## config.mk

```make
export PLATFORM = sky130hd
export DESIGN_NAME = irqm_ctrl
export DESIGN_NICKNAME = d
export VERILOG_FILES = /design/src/rtl/irqm_pkg.sv /design/src/rtl/irqm_decode.sv /design/src/rtl/irqm_mask_reg.sv /design/src/rtl/irqm_irq_gen.sv /design/src/rtl/irqm_ctrl.sv
export SDC_FILE = /design/constraint.sdc
export NUM_CORES = 1
export LEC_CHECK = 0
export BUFFER_PORTS_ARGS = -buffer_cell sky130_fd_sc_hd__buf_2
export CAP_MARGIN = 10
export CORE_MARGIN = 2
export CORE_UTILIZATION = 40
export DETAILED_ROUTE_END_ITERATION = 8
export MAX_ROUTING_LAYER = met4
export PLACE_DENSITY = 0.81
export SLEW_MARGIN = 20
export SYNTH_ARGS = -nofsm -noshare
export SYNTH_HDL_FRONTEND = slang
export SYNTH_SLANG_ARGS = --single-unit
```

## constraint.sdc

```tcl
create_clock -name clk -period 2.1 [get_ports clk]
set_clock_uncertainty 0.15 [all_clocks]
set_input_delay 0.21 -clock clk [delete_from_list [all_inputs] [get_ports clk]]
set_output_delay 0.21 -clock clk [all_outputs]
set_load 0.02 [all_outputs]
```

## src/rtl/irqm_pkg.sv

```systemverilog
package irqm_pkg;

    localparam int unsigned DEF_ADDR_W   = 8;
    localparam int unsigned DEF_DATA_W   = 32;
    localparam int unsigned DEF_MASTER   = 31;
    localparam logic [31:0] DEF_WRITABLE = 32'hEFFF_83FF;
    localparam logic [7:0]  DEF_SET_ADDR = 8'h88;
    localparam logic [7:0]  DEF_CLR_ADDR = 8'h8C;

    // Decoded bus access for one cycle
    typedef struct packed {
        logic set_en;
        logic clr_en;
        logic rd_hit;
    } irqm_access_t;

    // Any source bit enabled by the mask, master position excluded
    function automatic logic irqm_any_hit(input logic [DEF_DATA_W-1:0] mask,
                                          input logic [DEF_DATA_W-1:0] evt,
                                          input logic [DEF_DATA_W-1:0] src_sel);
        return |(mask & evt & src_sel);
    endfunction

endpackage

```

## src/rtl/irqm_decode.sv

```systemverilog
module irqm_decode
    import irqm_pkg::*;
#(
    parameter int unsigned ADDR_W   = DEF_ADDR_W,
    parameter logic [ADDR_W-1:0] SET_ADDR = ADDR_W'(DEF_SET_ADDR),
    parameter logic [ADDR_W-1:0] CLR_ADDR = ADDR_W'(DEF_CLR_ADDR)
) (
    input  logic [ADDR_W-1:0] addr,
    input  logic              wr,
    output irqm_access_t      acc
);

    logic hit_set;
    logic hit_clr;

    always_comb begin
        hit_set    = (addr == SET_ADDR);
        hit_clr    = (addr == CLR_ADDR);
        acc.set_en = wr & hit_set;
        acc.clr_en = wr & hit_clr;
        acc.rd_hit = hit_set | hit_clr;
    end

    always_comb begin
        a_r1_one_strobe: assert (!(acc.set_en && acc.clr_en))
            else $error("set and clear strobes both high");
    end

endmodule

```

## src/rtl/irqm_mask_reg.sv

```systemverilog
module irqm_mask_reg
    import irqm_pkg::*;
#(
    parameter int unsigned DATA_W   = DEF_DATA_W,
    parameter int unsigned MASTER   = DEF_MASTER,
    parameter logic [DATA_W-1:0] WRITABLE = DATA_W'(DEF_WRITABLE)
) (
    input  logic              clk,
    input  logic              rst,
    input  irqm_access_t      acc,
    input  logic [DATA_W-1:0] wdata,
    input  logic              hw_clr,
    output logic [DATA_W-1:0] mask_q
);

    logic [DATA_W-1:0] set_bits;
    logic [DATA_W-1:0] clr_bits;
    logic [DATA_W-1:0] mask_d;

    always_comb begin
        set_bits = acc.set_en ? (wdata & WRITABLE) : '0;
        clr_bits = acc.clr_en ? wdata : '0;
        mask_d   = (mask_q | set_bits) & ~clr_bits & WRITABLE;
        if (hw_clr) begin
            mask_d[MASTER] = 1'b0;
        end
    end

    always_ff @(posedge clk) begin
        if (rst) begin
            mask_q <= '0;
        end else begin
            mask_q <= mask_d;
        end
    end

    a_r2_set_applies: assert property (@(posedge clk) disable iff (rst)
        acc.set_en |=> ((mask_q & $past(wdata & WRITABLE & ~(DATA_W'(1) << MASTER)))
                        == $past(wdata & WRITABLE & ~(DATA_W'(1) << MASTER))));

    a_r3_clear_applies: assert property (@(posedge clk) disable iff (rst)
        acc.clr_en |=> ((mask_q & $past(wdata)) == '0));

    a_r5_holes_zero: assert property (@(posedge clk) disable iff (rst)
        acc.set_en |=> ((mask_q & ~WRITABLE) == '0));

    a_r8_hw_clear_wins: assert property (@(posedge clk) disable iff (rst)
        hw_clr |=> !mask_q[MASTER]);

    a_r1_other_addr_keeps: assert property (@(posedge clk) disable iff (rst)
        (!acc.set_en && !acc.clr_en && !hw_clr) |=> $stable(mask_q));

endmodule

```

## src/rtl/irqm_irq_gen.sv

```systemverilog
module irqm_irq_gen
    import irqm_pkg::*;
#(
    parameter int unsigned DATA_W = DEF_DATA_W,
    parameter int unsigned MASTER = DEF_MASTER
) (
    input  logic              clk,
    input  logic              rst,
    input  logic [DATA_W-1:0] mask_q,
    input  logic [DATA_W-1:0] event_vec,
    output logic              irq_q
);

    localparam logic [DATA_W-1:0] SRC_SEL = ~(DATA_W'(1) << MASTER);

    logic hit;

    always_comb begin
        hit = mask_q[MASTER] & irqm_any_hit(mask_q, event_vec, SRC_SEL);
    end

    always_ff @(posedge clk) begin
        if (rst) begin
            irq_q <= 1'b0;
        end else begin
            irq_q <= hit;
        end
    end

    a_r6_master_gates: assert property (@(posedge clk) disable iff (rst)
        !mask_q[MASTER] |=> !irq_q);

    a_r7_source_raises: assert property (@(posedge clk) disable iff (rst)
        (mask_q[MASTER] && ((mask_q & event_vec & SRC_SEL) != '0)) |=> irq_q);

    a_r10_no_source_low: assert property (@(posedge clk) disable iff (rst)
        ((mask_q & event_vec & SRC_SEL) == '0) |=> !irq_q);

endmodule

```

## src/rtl/irqm_ctrl.sv

```systemverilog
module irqm_ctrl
    import irqm_pkg::*;
#(
    parameter int unsigned ADDR_W   = DEF_ADDR_W,
    parameter int unsigned DATA_W   = DEF_DATA_W,
    parameter int unsigned MASTER   = DEF_MASTER,
    parameter logic [ADDR_W-1:0] SET_ADDR = ADDR_W'(DEF_SET_ADDR),
    parameter logic [ADDR_W-1:0] CLR_ADDR = ADDR_W'(DEF_CLR_ADDR),
    parameter logic [DATA_W-1:0] WRITABLE = DATA_W'(DEF_WRITABLE)
) (
    input  logic              clk,
    input  logic              rst,
    input  logic [ADDR_W-1:0] bus_addr,
    input  logic              bus_wr,
    input  logic [DATA_W-1:0] bus_wdata,
    output logic [DATA_W-1:0] bus_rdata,
    input  logic [DATA_W-1:0] event_vec,
    input  logic              master_hw_clr,
    output logic              irq_out
);

    irqm_access_t      acc;
    logic [DATA_W-1:0] mask_q;

    irqm_decode #(
        .ADDR_W  (ADDR_W),
        .SET_ADDR(SET_ADDR),
        .CLR_ADDR(CLR_ADDR)
    ) u_decode (
        .addr(bus_addr),
        .wr  (bus_wr),
        .acc (acc)
    );

    irqm_mask_reg #(
        .DATA_W  (DATA_W),
        .MASTER  (MASTER),
        .WRITABLE(WRITABLE)
    ) u_mask (
        .clk   (clk),
        .rst   (rst),
        .acc   (acc),
        .wdata (bus_wdata),
        .hw_clr(master_hw_clr),
        .mask_q(mask_q)
    );

    irqm_irq_gen #(
        .DATA_W(DATA_W),
        .MASTER(MASTER)
    ) u_irq (
        .clk      (clk),
        .rst      (rst),
        .mask_q   (mask_q),
        .event_vec(event_vec),
        .irq_q    (irq_out)
    );

    always_comb begin
        bus_rdata = acc.rd_hit ? mask_q : '0;
    end

    // a miss on both addresses must read as zero
    a_r4_miss_reads_zero: assert property (@(posedge clk) disable iff (rst)
        ((bus_addr != SET_ADDR) && (bus_addr != CLR_ADDR)) |-> (bus_rdata == '0));

endmodule

```

### Yosys cells after proc, flatten, opt, wreduce, memory -nomap -nowiden

Cells that the tools add are included.

| storage, ports and cells | value |
|---|---|
| register bits | 33 |

| operators by class | value |
|---|---|
| eq/ne operators | 2 |
| mux-type cells | 3 |
| bitwise operators | 8 |
| reduce and logical (&&, ||, !) cells | 2 |

Operator list:

| operator | count |
|---|---|
| 2-to-1 mux 32 bit | 3 |
| bitwise AND 32 bit | 1 |
| NOT 32 bit | 1 |
| OR 32 bit | 1 |
| bitwise AND 31 bit | 1 |
| OR reduction 31 bit | 1 |
| equality test 8 bit, second input constant | 2 |
| bitwise AND 1 bit | 3 |
| OR reduction 2 bit | 1 |
| OR 1 bit | 1 |

### Logic depth before layout (Yosys ltp)

Gate-level depths: netlist (run 1).

| depth | value |
|---|---|
| word-level depth | 5 |
| mapped depth | 5 |
| mapped depth without buffers | 4 |

### Modules after synthesis

Synthesis (run 1) repeated with hierarchy kept, for this count alone.

| second synthesis, totals | value |
|---|---|
| cell total of the unflattened synthesis | 156 |
| area, all modules | 1702.9 um2 |

By module, submodules not included:

| module | times used | cells each | area an instance (um2) | seq. area each (um2) |
|---|---|---|---|---|
| irqm_mask_reg | 1 | 94 | 1186.1 | 520.5 |
| irqm_ctrl | 1 | 35 | 255.2 | 0.0 |
| irqm_irq_gen | 1 | 21 | 201.4 | 20.0 |
| irqm_decode | 1 | 6 | 60.1 | 0.0 |

### Worst setup path after synthesis (run 1)

OpenSTA, ideal clock, no wires.

| timing path | value |
|---|---|
| path type | in2out |
| from | in bus_addr[1] |
| to | out bus_rdata[15] |
| arrival | 1.643 ns |
| data required time | 1.740 ns |
| setup slack | 0.097 ns |
| stages on the path | 4 |
| path through | or4_4 -> nor3_1 -> clkbuf_1 -> and2_1 |

| between the ends | value |
|---|---|
| longest elaborated chain between the ends | 3 |

RTL lines:

| item | RTL line | RTL |
|---|---|---|
| start, declared | irqm_ctrl.sv:13 | `input logic [ADDR_W-1:0] bus_addr,` |
| equality test 8 bit (on tied branches) | irqm_decode.sv:17, irqm_decode.sv:18 |  |
| OR 1 bit * | irqm_decode.sv:21 | `acc.rd_hit = hit_set \| hit_clr;` |
| 2-to-1 mux 32 bit * | irqm_ctrl.sv:60 | `bus_rdata = acc.rd_hit ? mask_q : '0;` |
| end, declared | irqm_ctrl.sv:16 | `output logic [DATA_W-1:0] bus_rdata,` |

Mark *: on every way between the ends. The rest lies on a longest branch, timed or not.

### Worst setup path after layout (run 1)

| timing path | value |
|---|---|
| from | in bus_addr[1] |
| to | out bus_rdata[3] |

Same word-level chain as after synthesis.

==> results of run 1 <==
-- path summary, 6_finish.rpt --
path / end / slack, ns / cells past startpoint
setup / recovery: bus_rdata[3] / 0.16 / 6
hold / removal: u_mask.mask_q[7]$_SDFF_PP0_ / 0.02 / 3
setup reg to reg: u_irq.irq_q$_SDFF_PP0_ / 0.56 / 4
hold reg to reg: u_mask.mask_q[16]$_SDFF_PP0_ / 0.33 / 2
-- registers in the layout (all words and copies together) (netlist names) --
signal and cells:
u_irq.irq_q 1, u_mask.mask_q 26
-- what timing repair did --
action,in CTS,in global routing
hold endpoints to repair,23,0
resized for setup,0,0
buffers inserted,0,0
hold buffers,23,0
-- cell families (layout without fill, tap and decap cells) --
| family | Yosys count | count (layout) | synth area share |
|---|---|---|---|
| buffers and inverters | 17 | 122 | 0.0699 |
| AO/OA/AOI/OAI | 15 | 15 | 0.0820 |
| other | 1 | 6 | 0.00259 |
| multiplexers | 25 | 25 | 0.173 |
| AND/OR/NAND/NOR | 87 | 87 | 0.300 |
| flip-flops | 27 | 27 | 0.373 |
-- tightest hold or removal path, cell delays in order --
cell	delay [ns]
buf_2	0.10
nand2_1	0.06
mux2i_1	0.07
-- layer usage --
metal,share of wire,track usage,up-vias
met5,0,-,-
met4,0.0032,0.0319,0
met3,0.068,0.0335,2
met2,0.53,0.418,65
met1,0.40,0.219,740
li1,-,-,783
-- report_power, final --
part	leakage, nW	switching [W]	internal, W
Sequential	0.217	0.000000425	0.000513
Clock	0.0150	0.000152	0.0000743
Combinational	0.945	0.0000557	0.0000742
Total	1.18	0.000208	0.000661
-- synthesized netlist by cell type (2+ instances only) --
| library cell | number | area, um^2 |
|---|---|---|
| dfxtp_1 | 27 | 541 |
| buf_4 | 6 | 45.0 |
| nand2_1 | 49 | 184 |
| mux2i_1 | 25 | 250 |
| a22oi_1 | 9 | 67.6 |
| nand2_2 | 3 | 18.8 |
| buf_6 | 2 | 22.5 |
| nand4_1 | 2 | 12.5 |
| and2_1 | 26 | 163 |
| clkbuf_1 | 7 | 26.3 |
| nor3_1 | 2 | 10.0 |
-- final cells by class --
| cell class | count | area, um^2 | share of cell area |
|---|---|---|---|
| clock buffer | 4 | 26.3 | 0.0121 |
| inverter | 2 | 7.51 | 0.00346 |
| multi-input combinational | 133 | 832 | 0.384 |
| sequential | 27 | 541 | 0.249 |
| tap | 46 | 57.6 | 0.0265 |
| timing repair buffer | 116 | 706 | 0.325 |
-- metrics by stage --
| stage | hold WS, ns | setup WS (ns) | instance area [um^2] | instances | utilization |
|---|---|---|---|---|---|
| after detailed placement | 0.308 | 0.175 | 1910 | 301 | 0.560 |
| after global placement | 0.308 | 0.184 | 1910 | 301 | 0.560 |
| after global routing | 0.0123 | 0.0999 | 2170 | 328 | 0.635 |
| after floorplan | 0.205 | 0.0965 | 1470 | 177 | - |
| after CTS | 0.00237 | 0.169 | 2170 | 328 | 0.635 |
| final | 0.0225 | 0.162 | 2170 | 328 | 0.635 |
==> qor.csv, run 1 <==
stage;metric;value;unit
sta;RSZ-0062 raised after global routing;false;
synth;register bit count reported by yosys;27;
placement;DPL Wire Length;2800;um
cts;CTS Buffer Depth;2;
final_layout;area growth from synthesis to layout;49.6;%
power;leakage power of the design;1.18;nW
cts;clock tree from TritonCTS;yes;
drt;number of vias per cell after detailed routing;4.85;
drt;number of routed nets with antenna violations;0;
final_layout;Final Net Count;359;
die;Core Footprint;0.00342;mm^2
cts;H-tree Lvls;1;
critical_path;series of cell instances along the critical path;buf_2 -> or4_4 -> nor3_2 -> buf_4 -> and2_1 -> buf_2;
final_layout;leading cell type in the layout, fill and taps excluded;buf_2;
critical_path;CP max FO;13;
critical_path;CP Launch Type;input pin;
synth;EDFF count, synth;0;
drt;aggregate routed wire length;4100;um
global_route;via count of the first global-routing pass;1625;
sta;post-layout min period;1.94;ns
synth;fraction of registers with async set/reset;0;
critical_path;buffers and inverters on the worst path;3;
final_layout;Filler cells;306;
die;horizontal die dimension;64.2;um
die;starting density of the core;0.425;
sta;Hold Vio Cnt, Final;0;
die;DIE AREA;0.00412;mm^2
global_route;first-pass GRT wire length;6760;um
outcome;run status;complete, no violations;
global_route;initial antenna violation count;0;
sta;maximum achievable frequency;516;MHz
critical_path;kind of capture point of the worst setup path;output pin;
final_layout;total inserted antenna cells;0;
critical_path;arrival time of the worst setup path;1.58;ns
critical_path;cell family with most CP delay;simple AND/OR/NAND/NOR gates;
die;Top Ports;109;
drt;number of design rule violations left after detail routing;0;
synth;mean cell area of the mapped netlist;8.43;um^2
cts;cts bufs inserted;3;
sta;share of the clock period used by the worst path after layout;0.923;
cts;clock root buffer;clkbuf_4;
global_route;GR Overflow Total;0;
critical_path;Crit-path slowest cell;or4_4;
synth;instance count of the mapped netlist;172;
sta;count of final setup violators;0;
critical_path;source of the worst register-to-register timing path;u_mask.mask_q[3]$_SDFF_PP0_;
critical_path;Critical path origin;bus_addr[1];
synth;Synth cell types;25;
synth;Synth Flop Type;dfxtp_1;
global_route;Tot GR Track Use;0.210;
drt;number of DRC markers after the initial detailed-route iteration;45;
drt;number of iterations in the first detailed-routing pass;4;
min_path;startpoint of the lowest-slack hold path;bus_wdata[7];
cts;clock latency reported for the late side of the worst-skew pair;0.32;ns
cts;total clock sinks;27;
critical_path;data required time of the critical path;1.74;ns
placement;routability congestion estimate from global placement;0.696;
drt;wire per inst;12.5;um
synth;sequential element share of the synthesized area;0.373;
placement;total of buffers placed on input and output ports;89;
power;Final Total Pwr;0.000869;W
power;maximum ir drop on the vdd rail;255;uV
global_route;largest net degree at the start of global routing;27;
run;reported max-cap violation count;0;
synth;number of warnings printed during yosys synthesis;0;
power;P per Cell Area;401;mW/mm^2
sta;Max Slew Vio Count;0;
die;FP Rows;21;
critical_path;most used cell along the critical path;buf_2;
critical_path;critical path class;input pin to output pin;
synth;cell area after synthesis;0.00145;mm^2
sta;worst-case headroom to the max-slew limit;0.503;
final_layout;most used cells in the layout excluding fill and tap cells;89 x buf_2, 49 x nand2_1, 27 x dfxtp_1;
sta;transition at the pin with the smallest max-transition slack;0.740;ns
drt;via count;1590;
die;height of the die;64.2;um
sta;Sum Neg Setup Slack;0;ns
critical_path;worst stage delay on the critical path;0.55;ns
final_layout;share of final-layout standard cells stronger than drive strength 1;0.369;
cts;Clock Pin Slew Worst Setup and Hold Paths;0.13;ns
min_path;Hold Crit Class;input pin to flip-flop;
Power figures use the tool's default switching activity.
==> inputs of run 2 (changes only) <==
--- a/config.mk
+++ b/config.mk
@@ -9,9 +9,11 @@
 export CAP_MARGIN = 10
 export CORE_MARGIN = 2
 export CORE_UTILIZATION = 40
+export CTS_CLUSTER_DIAMETER = 100
 export DETAILED_ROUTE_END_ITERATION = 8
 export MAX_ROUTING_LAYER = met4
-export PLACE_DENSITY = 0.81
+export PLACE_DENSITY = 0.78
+export SETUP_SLACK_MARGIN = 0.3
 export SLEW_MARGIN = 20
 export SYNTH_ARGS = -nofsm -noshare
 export SYNTH_HDL_FRONTEND = slang
==> run 2 against run 1 <==
Against the previous run:
- critical path type unchanged
- global-route usage decreased by 1.2 points
- first-iteration DRC count fell by 49%
- total power shrank 0.70%
- fmax decreased by 1.4%
- die area unchanged
- clock power fell by 4%
- design area is 12% higher
- via count is 1.1% lower
- sequential share of layout area is 2.7 points lower
==> qor.csv, run 2 (synthesized netlist as in run 1, its figures left out) <==
stage;metric;value;unit
sta;Sum Neg Setup Slack;0;ns
placement;DPL Wire Length;2790;um
critical_path;critical path class;input pin to output pin;
global_route;largest net degree at the start of global routing;27;
power;leakage power of the design;1.25;nW
drt;number of design rule violations left after detail routing;0;
power;relative contribution of sequential cells to total power;0.595;
global_route;first-pass GRT wire length;6370;um
final_layout;area growth from synthesis to layout;68.1;%
critical_path;series of cell instances along the critical path;buf_6 -> or4_4 -> nor3_4 -> buf_6 -> buf_6 -> and2_2 -> buf_6;
global_route;GR Overflow Total;0;
final_layout;max FFs per register;26;
die;starting density of the core;0.425;
power;net switching power;0.000202;W
placement;placement-stage worst setup slack;0.171;ns
outcome;run status;complete, no violations;
sta;post-layout min period;1.96;ns
die;Top Ports;109;
critical_path;kind of capture point of the worst setup path;output pin;
final_layout;Final Net Count;361;
power;P per Cell Area;354;mW/mm^2
sta;worst-case headroom to the max-slew limit;0.517;
critical_path;cell family with most CP delay;simple AND/OR/NAND/NOR gates;
final_layout;leading cell type in the layout, fill and taps excluded;buf_2;
drt;number of routed nets with antenna violations;0;
cts;clock root buffer;clkbuf_4;
die;height of the die;64.2;um
critical_path;buffers and inverters on the worst path;4;
power;switching share of total power;0.234;
sta;post-layout worst setup margin;0.136;ns
critical_path;Crit-path slowest cell;or4_4;
cts;H-tree Lvls;1;
die;DIE AREA;0.00412;mm^2
global_route;initial antenna violation count;0;
sta;share of the clock period used by the worst path after layout;0.935;
drt;number of DRC markers after the initial detailed-route iteration;23;
final_layout;most used cells in the layout excluding fill and tap cells;62 x buf_2, 46 x nand2_1, 31 x buf_6;
cts;cts bufs inserted;3;
drt;wire per inst;13.6;um
sta;transition at the pin with the smallest max-transition slack;0.720;ns
cts;total clock sinks;27;
drt;number of iterations in the first detailed-routing pass;6;
run;reported max-cap violation count;0;
die;Core Footprint;0.00342;mm^2
sta;RSZ-0062 raised after global routing;true;
final_layout;largest reg by FF count;u_mask.mask_q;
drt;via count;1573;
final_layout;registers with the highest flip-flop counts;u_mask.mask_q x26, u_irq.irq_q x1;
power;internal cell power;0.000661;W
power;maximum ir drop on the vdd rail;242;uV
final_layout;final instance count without filler cells;330;
drt;number of vias per cell after detailed routing;4.77;
sta;count of final setup violators;0;
critical_path;most used cell along the critical path;buf_6;
cts;CTS Buffer Depth;2;
sta;Max Slew Vio Count;0;
cts;clock tree from TritonCTS;yes;
sta;Hold Vio Cnt, Final;0;
power;Combinational Power Share;0.152;
critical_path;worst stage delay on the critical path;0.54;ns
power;Clk network pwr share;0.253;
global_route;via count of the first global-routing pass;1555;
die;FP Rows;21;
critical_path;data required time of the critical path;1.74;ns
critical_path;CP max FO;6;
critical_path;arrival time of the worst setup path;1.60;ns
placement;Cell Count Post-Placement;301;
placement;total of buffers placed on input and output ports;89;
min_path;Hold Crit Class;input pin to flip-flop;
final_layout;total inserted antenna cells;0;
global_route;Tot GR Track Use;0.198;
die;horizontal die dimension;64.2;um
sta;maximum achievable frequency;509;MHz
cts;Clock Pin Slew Worst Setup and Hold Paths;0.14;ns
placement;routability congestion estimate from global placement;0.693;
drt;aggregate routed wire length;4490;um
final_layout;share of final-layout standard cells stronger than drive strength 1;0.475;
critical_path;CP Launch Type;input pin;
cts;clock latency reported for the late side of the worst-skew pair;0.31;ns
## run 2: cell count changes in the layout (fill, tap and decap cells not counted), moves of 2 or more
| cell | delta |
|---|---|
| buf_6 | +31 |
| buf_2 | -27 |
| and2_1 | -24 |
| and2_4 | +18 |
| and2_2 | +6 |
| nand2_1 | -3 |
| nand2_2 | +3 |
| dlygate4sd3_1 | -2 |
## run 2: final cells by class
cell class                 count  area (um^2)
clock buffer                   4         26.3
fill                         274          978
inverter                       2         7.51
multi-input combinational    133          898
sequential                    27          541
tap                           46         57.6
timing repair buffer         118          907
## run 2: metrics by stage
stage	power [W]	hold slack, ns	util	cell area, um^2
after floorplan	0.000565	0.205	-	1520
after global placement	0.000619	0.307	0.571	1950
after detailed placement	0.000620	0.312	0.571	1950
after CTS	0.000869	0.0000214	0.640	2190
after global routing	0.000899	0.00179	0.714	2440
final	0.000863	0.00598	0.714	2440
## run 2: path summary, 6_finish.rpt
| kind | startpoint | to | slack (ns) | cells after the start |
|---|---|---|---|---|
| max | bus_addr[4] | bus_rdata[18] | 0.14 | 7 |
| min reg2reg | u_mask.mask_q[31]$_SDFF_PP0_ | u_irq.irq_q$_SDFF_PP0_ | 0.33 | 1 |
| min | bus_wdata[8] | u_mask.mask_q[8]$_SDFF_PP0_ | 0.006 | 3 |
| max reg2reg | u_mask.mask_q[3]$_SDFF_PP0_ | u_irq.irq_q$_SDFF_PP0_ | 0.55 | 4 |
## run 2: worst min-delay path, stage by stage
cell and delay, ns:
buf_2 0.10, nand2_1 0.06, mux2i_1 0.07
## run 2: routing by layer
layer,GRT usage,wire [um],vias up
met3,0.0264,294,6
met2,0.362,2340,65
met4,0.0691,48,0
met1,0.219,1810,710
li1,-,-,792
met5,-,0,-
## run 2: timing repair
action | in CTS | in global routing
endpoints found under the hold margin | 20 | 1
endpoints found under the setup margin | 26 | 26
setup buffers | 0 | 2
gates cloned | 0 | 2
resized for setup | 2 | 78
hold buffers | 20 | 1
pin swaps | 0 | 4
## run 2: power by group through the flow
stage	clock network (W)	registers, W	logic [W]
after floorplan	0	0.000524	0.0000410
after global placement	0	0.000525	0.0000946
after detailed placement	0	0.000525	0.0000958
after CTS	0.000231	0.000513	0.000125
after global routing	0.000243	0.000514	0.000142
final	0.000218	0.000513	0.000132
==> inputs of run 3 (changes only) <==
--- a/config.mk
+++ b/config.mk
@@ -12,9 +12,10 @@
 export CTS_CLUSTER_DIAMETER = 100
 export DETAILED_ROUTE_END_ITERATION = 8
 export MAX_ROUTING_LAYER = met4
-export PLACE_DENSITY = 0.78
+export PLACE_DENSITY = 0.74
 export SETUP_SLACK_MARGIN = 0.3
 export SLEW_MARGIN = 20
 export SYNTH_ARGS = -nofsm -noshare
 export SYNTH_HDL_FRONTEND = slang
+export SYNTH_HIERARCHICAL = 1
 export SYNTH_SLANG_ARGS = --single-unit
==> run 3 against run 2 <==
Against the previous run:
- combinational power is 20% higher
- first-iteration DRC count grew to 2.6 times the previous value
- final cell count is 1.8% lower
- highest routed layer unchanged
- hold slack better by 0.15 ns
==> qor.csv, run 3 <==
stage;metric;value;unit
final_layout;area growth from synthesis to layout;46.1;%
synth;mean cell area of the mapped netlist;10.9;um^2
min_path;Hold Crit Class;input pin to flip-flop;
die;DIE AREA;0.00479;mm^2
power;maximum ir drop on the vdd rail;471;uV
final_layout;post-route cell area;0.00249;mm^2
final_layout;Final Net Count;351;
synth;sequential element share of the synthesized area;0.317;
drt;via count;1644;
critical_path;kind of capture point of the worst setup path;output pin;
final_layout;registers with the highest flip-flop counts;u_mask/mask_q x26, u_irq/irq_q x1;
synth;fraction of registers with async set/reset;0;
cts;total clock sinks;27;
die;Core Footprint;0.00406;mm^2
sta;count of final setup violators;0;
cts;clock root buffer;clkbuf_8;
global_route;initial antenna violation count;0;
critical_path;arrival time of the worst setup path;1.40;ns
sta;Max Slew Vio Count;0;
critical_path;series of cell instances along the critical path;buf_2 -> nor4b_4 -> and3_4 -> buf_12 -> and2_2 -> buf_2;
global_route;Tot GR Track Use;0.207;
critical_path;Crit-path slowest cell;nor4b_4;
synth;cell types with the highest counts after synthesis;32 x and2_2, 27 x dfxtp_1, 20 x a211oi_2, 20 x a21oi_2, 7 x buf_4;
cts;clock latency reported for the late side of the worst-skew pair;0.28;ns
final_layout;most used cells in the layout excluding fill and tap cells;95 x buf_2, 32 x and2_2, 27 x dlygate4sd3_1, 27 x dfxtp_1;
critical_path;worst stage delay on the critical path;0.31;ns
final_layout;Filler cells;367;
cts;Clock Pin Slew Worst Setup and Hold Paths;0.09;ns
die;horizontal die dimension;69.2;um
drt;number of iterations in the first detailed-routing pass;4;
synth;most numerous cell in the Yosys netlist;and2_2;
critical_path;critical path class;input pin to output pin;
critical_path;buffers and inverters on the worst path;3;
die;FP Rows;23;
synth;top cells by area in the synthesized netlist;dfxtp_1 32%, a211oi_2 15%, and2_2 14%;
critical_path;data required time of the critical path;1.74;ns
critical_path;CP Launch Type;input pin;
cts;clock tree from TritonCTS;yes;
drt;number of vias per cell after detailed routing;5.07;
placement;total of buffers placed on input and output ports;95;
placement;placement-stage worst setup slack;0.321;ns
synth;register bit count reported by yosys;27;
cts;cts bufs inserted;3;
sta;post-layout worst setup margin;0.345;ns
drt;number of DRC markers after the initial detailed-route iteration;59;
sta;RSZ-0062 raised after global routing;false;
die;Top Ports;109;
sta;transition at the pin with the smallest max-transition slack;0.705;ns
critical_path;CP max FO;26;
sta;post-layout min period;1.76;ns
global_route;via count of the first global-routing pass;1691;
run;reported max-cap violation count;0;
synth;Synth Flop Type;dfxtp_1;
die;height of the die;69.2;um
drt;wire per inst;14.4;um
drt;number of design rule violations left after detail routing;0;
global_route;GR Overflow Total;0;
synth;EDFF count, synth;0;
placement;routability congestion estimate from global placement;0.750;
power;leakage power of the design;1.10;nW
final_layout;Post-Route Utilization;0.613;
global_route;largest net degree at the start of global routing;28;
cts;CTS Buffer Depth;2;
sta;maximum achievable frequency;570;MHz
final_layout;max FFs per register;26;
critical_path;cell family with most CP delay;simple AND/OR/NAND/NOR gates;
cts;H-tree Lvls;1;
synth;Synth cell types;27;
placement;DPL Wire Length;3240;um
outcome;run status;complete, no violations;
final_layout;leading cell type in the layout, fill and taps excluded;buf_2;
sta;share of the clock period used by the worst path after layout;0.836;
final_layout;total inserted antenna cells;0;
placement;Post-DP Area;0.00216;mm^2
sta;Sum Neg Setup Slack;0;ns
critical_path;most used cell along the critical path;buf_2;
power;Final Total Pwr;0.000974;W
drt;aggregate routed wire length;4670;um
sta;worst-case headroom to the max-slew limit;0.530;
power;P per Cell Area;391;mW/mm^2
synth;cell area after synthesis;0.00170;mm^2
synth;number of warnings printed during yosys synthesis;6;
synth;cell accounting for the most synthesized area;dfxtp_1;
final_layout;share of final-layout standard cells stronger than drive strength 1;0.668;
final_layout;largest reg by FF count;u_mask/mask_q;
synth;instance count of the mapped netlist;156;
drt;number of routed nets with antenna violations;0;
sta;Hold Vio Cnt, Final;0;
die;starting density of the core;0.420;
global_route;first-pass GRT wire length;7960;um
synth;share of Yosys cell area claimed by the top area cell type;0.317;
[run 3: changes by cell type after synthesis, moves of 5 or more]
cell and delta:
and2_2 +32, mux2i_1 -25, nand2_1 -49, a21oi_1 +5, a21oi_2 +20, a211oi_1 +5
clkbuf_1 -7, and2_1 -25, a211oi_2 +20
[run 3: cells by family after synthesis]
logic type	synth area share
compound gates	0.392
simple gates	0.187
other cells	0.00220
flops	0.317
buf+inv	0.101
[run 3: layout make-up]
type / instances / area, um^2 / area share
Clock inverter: 1 / 7.51 / 0.00302
Clock buffer: 3 / 41.3 / 0.0166
Timing Repair Buffer: 127 / 821 / 0.330
Tap cell: 50 / 62.6 / 0.0251
Inverter: 1 / 3.75 / 0.00151
Sequential cell: 27 / 541 / 0.217
Multi-Input combinational cell: 115 / 1010 / 0.407
[run 3: worst paths after layout]
path | from | endpoint | slack, ns | depth (start not counted)
max | bus_addr[5] | bus_rdata[6] | 0.34 | 6
min | event_vec[24] | u_irq/irq_q$_SDFF_PP0_ | 0.15 | 4
max reg2reg | u_mask/mask_q[15]$_SDFF_PP0_ | u_irq/irq_q$_SDFF_PP0_ | 0.43 | 4
min reg2reg | u_mask/mask_q[31]$_SDFF_PP0_ | u_irq/irq_q$_SDFF_PP0_ | 0.32 | 1
[run 3: metal layers]
layer  GRT usage  vias to the layer above  share of wire
met5           -                        -              0
met4      0.0566                        0         0.0098
met3      0.0465                        4          0.070
met2       0.355                       83           0.50
met1       0.243                      739           0.42
li1            -                      818              -
[run 3: tightest hold or removal path, stage by stage]
cell and delay [ns]:
buf_2 0.07, a22oi_1 0.06, nand3_1 0.07, o311a_1 0.13
[run 3: power by group]
part | internal (W) | switching, W | leakage (nW) | total, W
clock network | 0.000135 | 0.000168 | 0.0217 | 0.000303
logic | 0.0000901 | 0.0000683 | 0.864 | 0.000158
registers | 0.000512 | 0.000000562 | 0.217 | 0.000513
total | 0.000737 | 0.000237 | 1.10 | 0.000974
[run 3: timing repair]
item	4_1_cts	5_1_grt
gates resized for setup	0	1
hold buffers	27	0
hold endpoints to repair	26	0
setup endpoints to repair	0	21
setup buffers	0	1
[run 3: per-stage QoR]
step	instances	hold slack [ns]
final	324	0.151
after global routing	324	0.177
after CTS	323	0.154
after detailed placement	292	0.245
after global placement	292	0.242
after floorplan	161	0.140
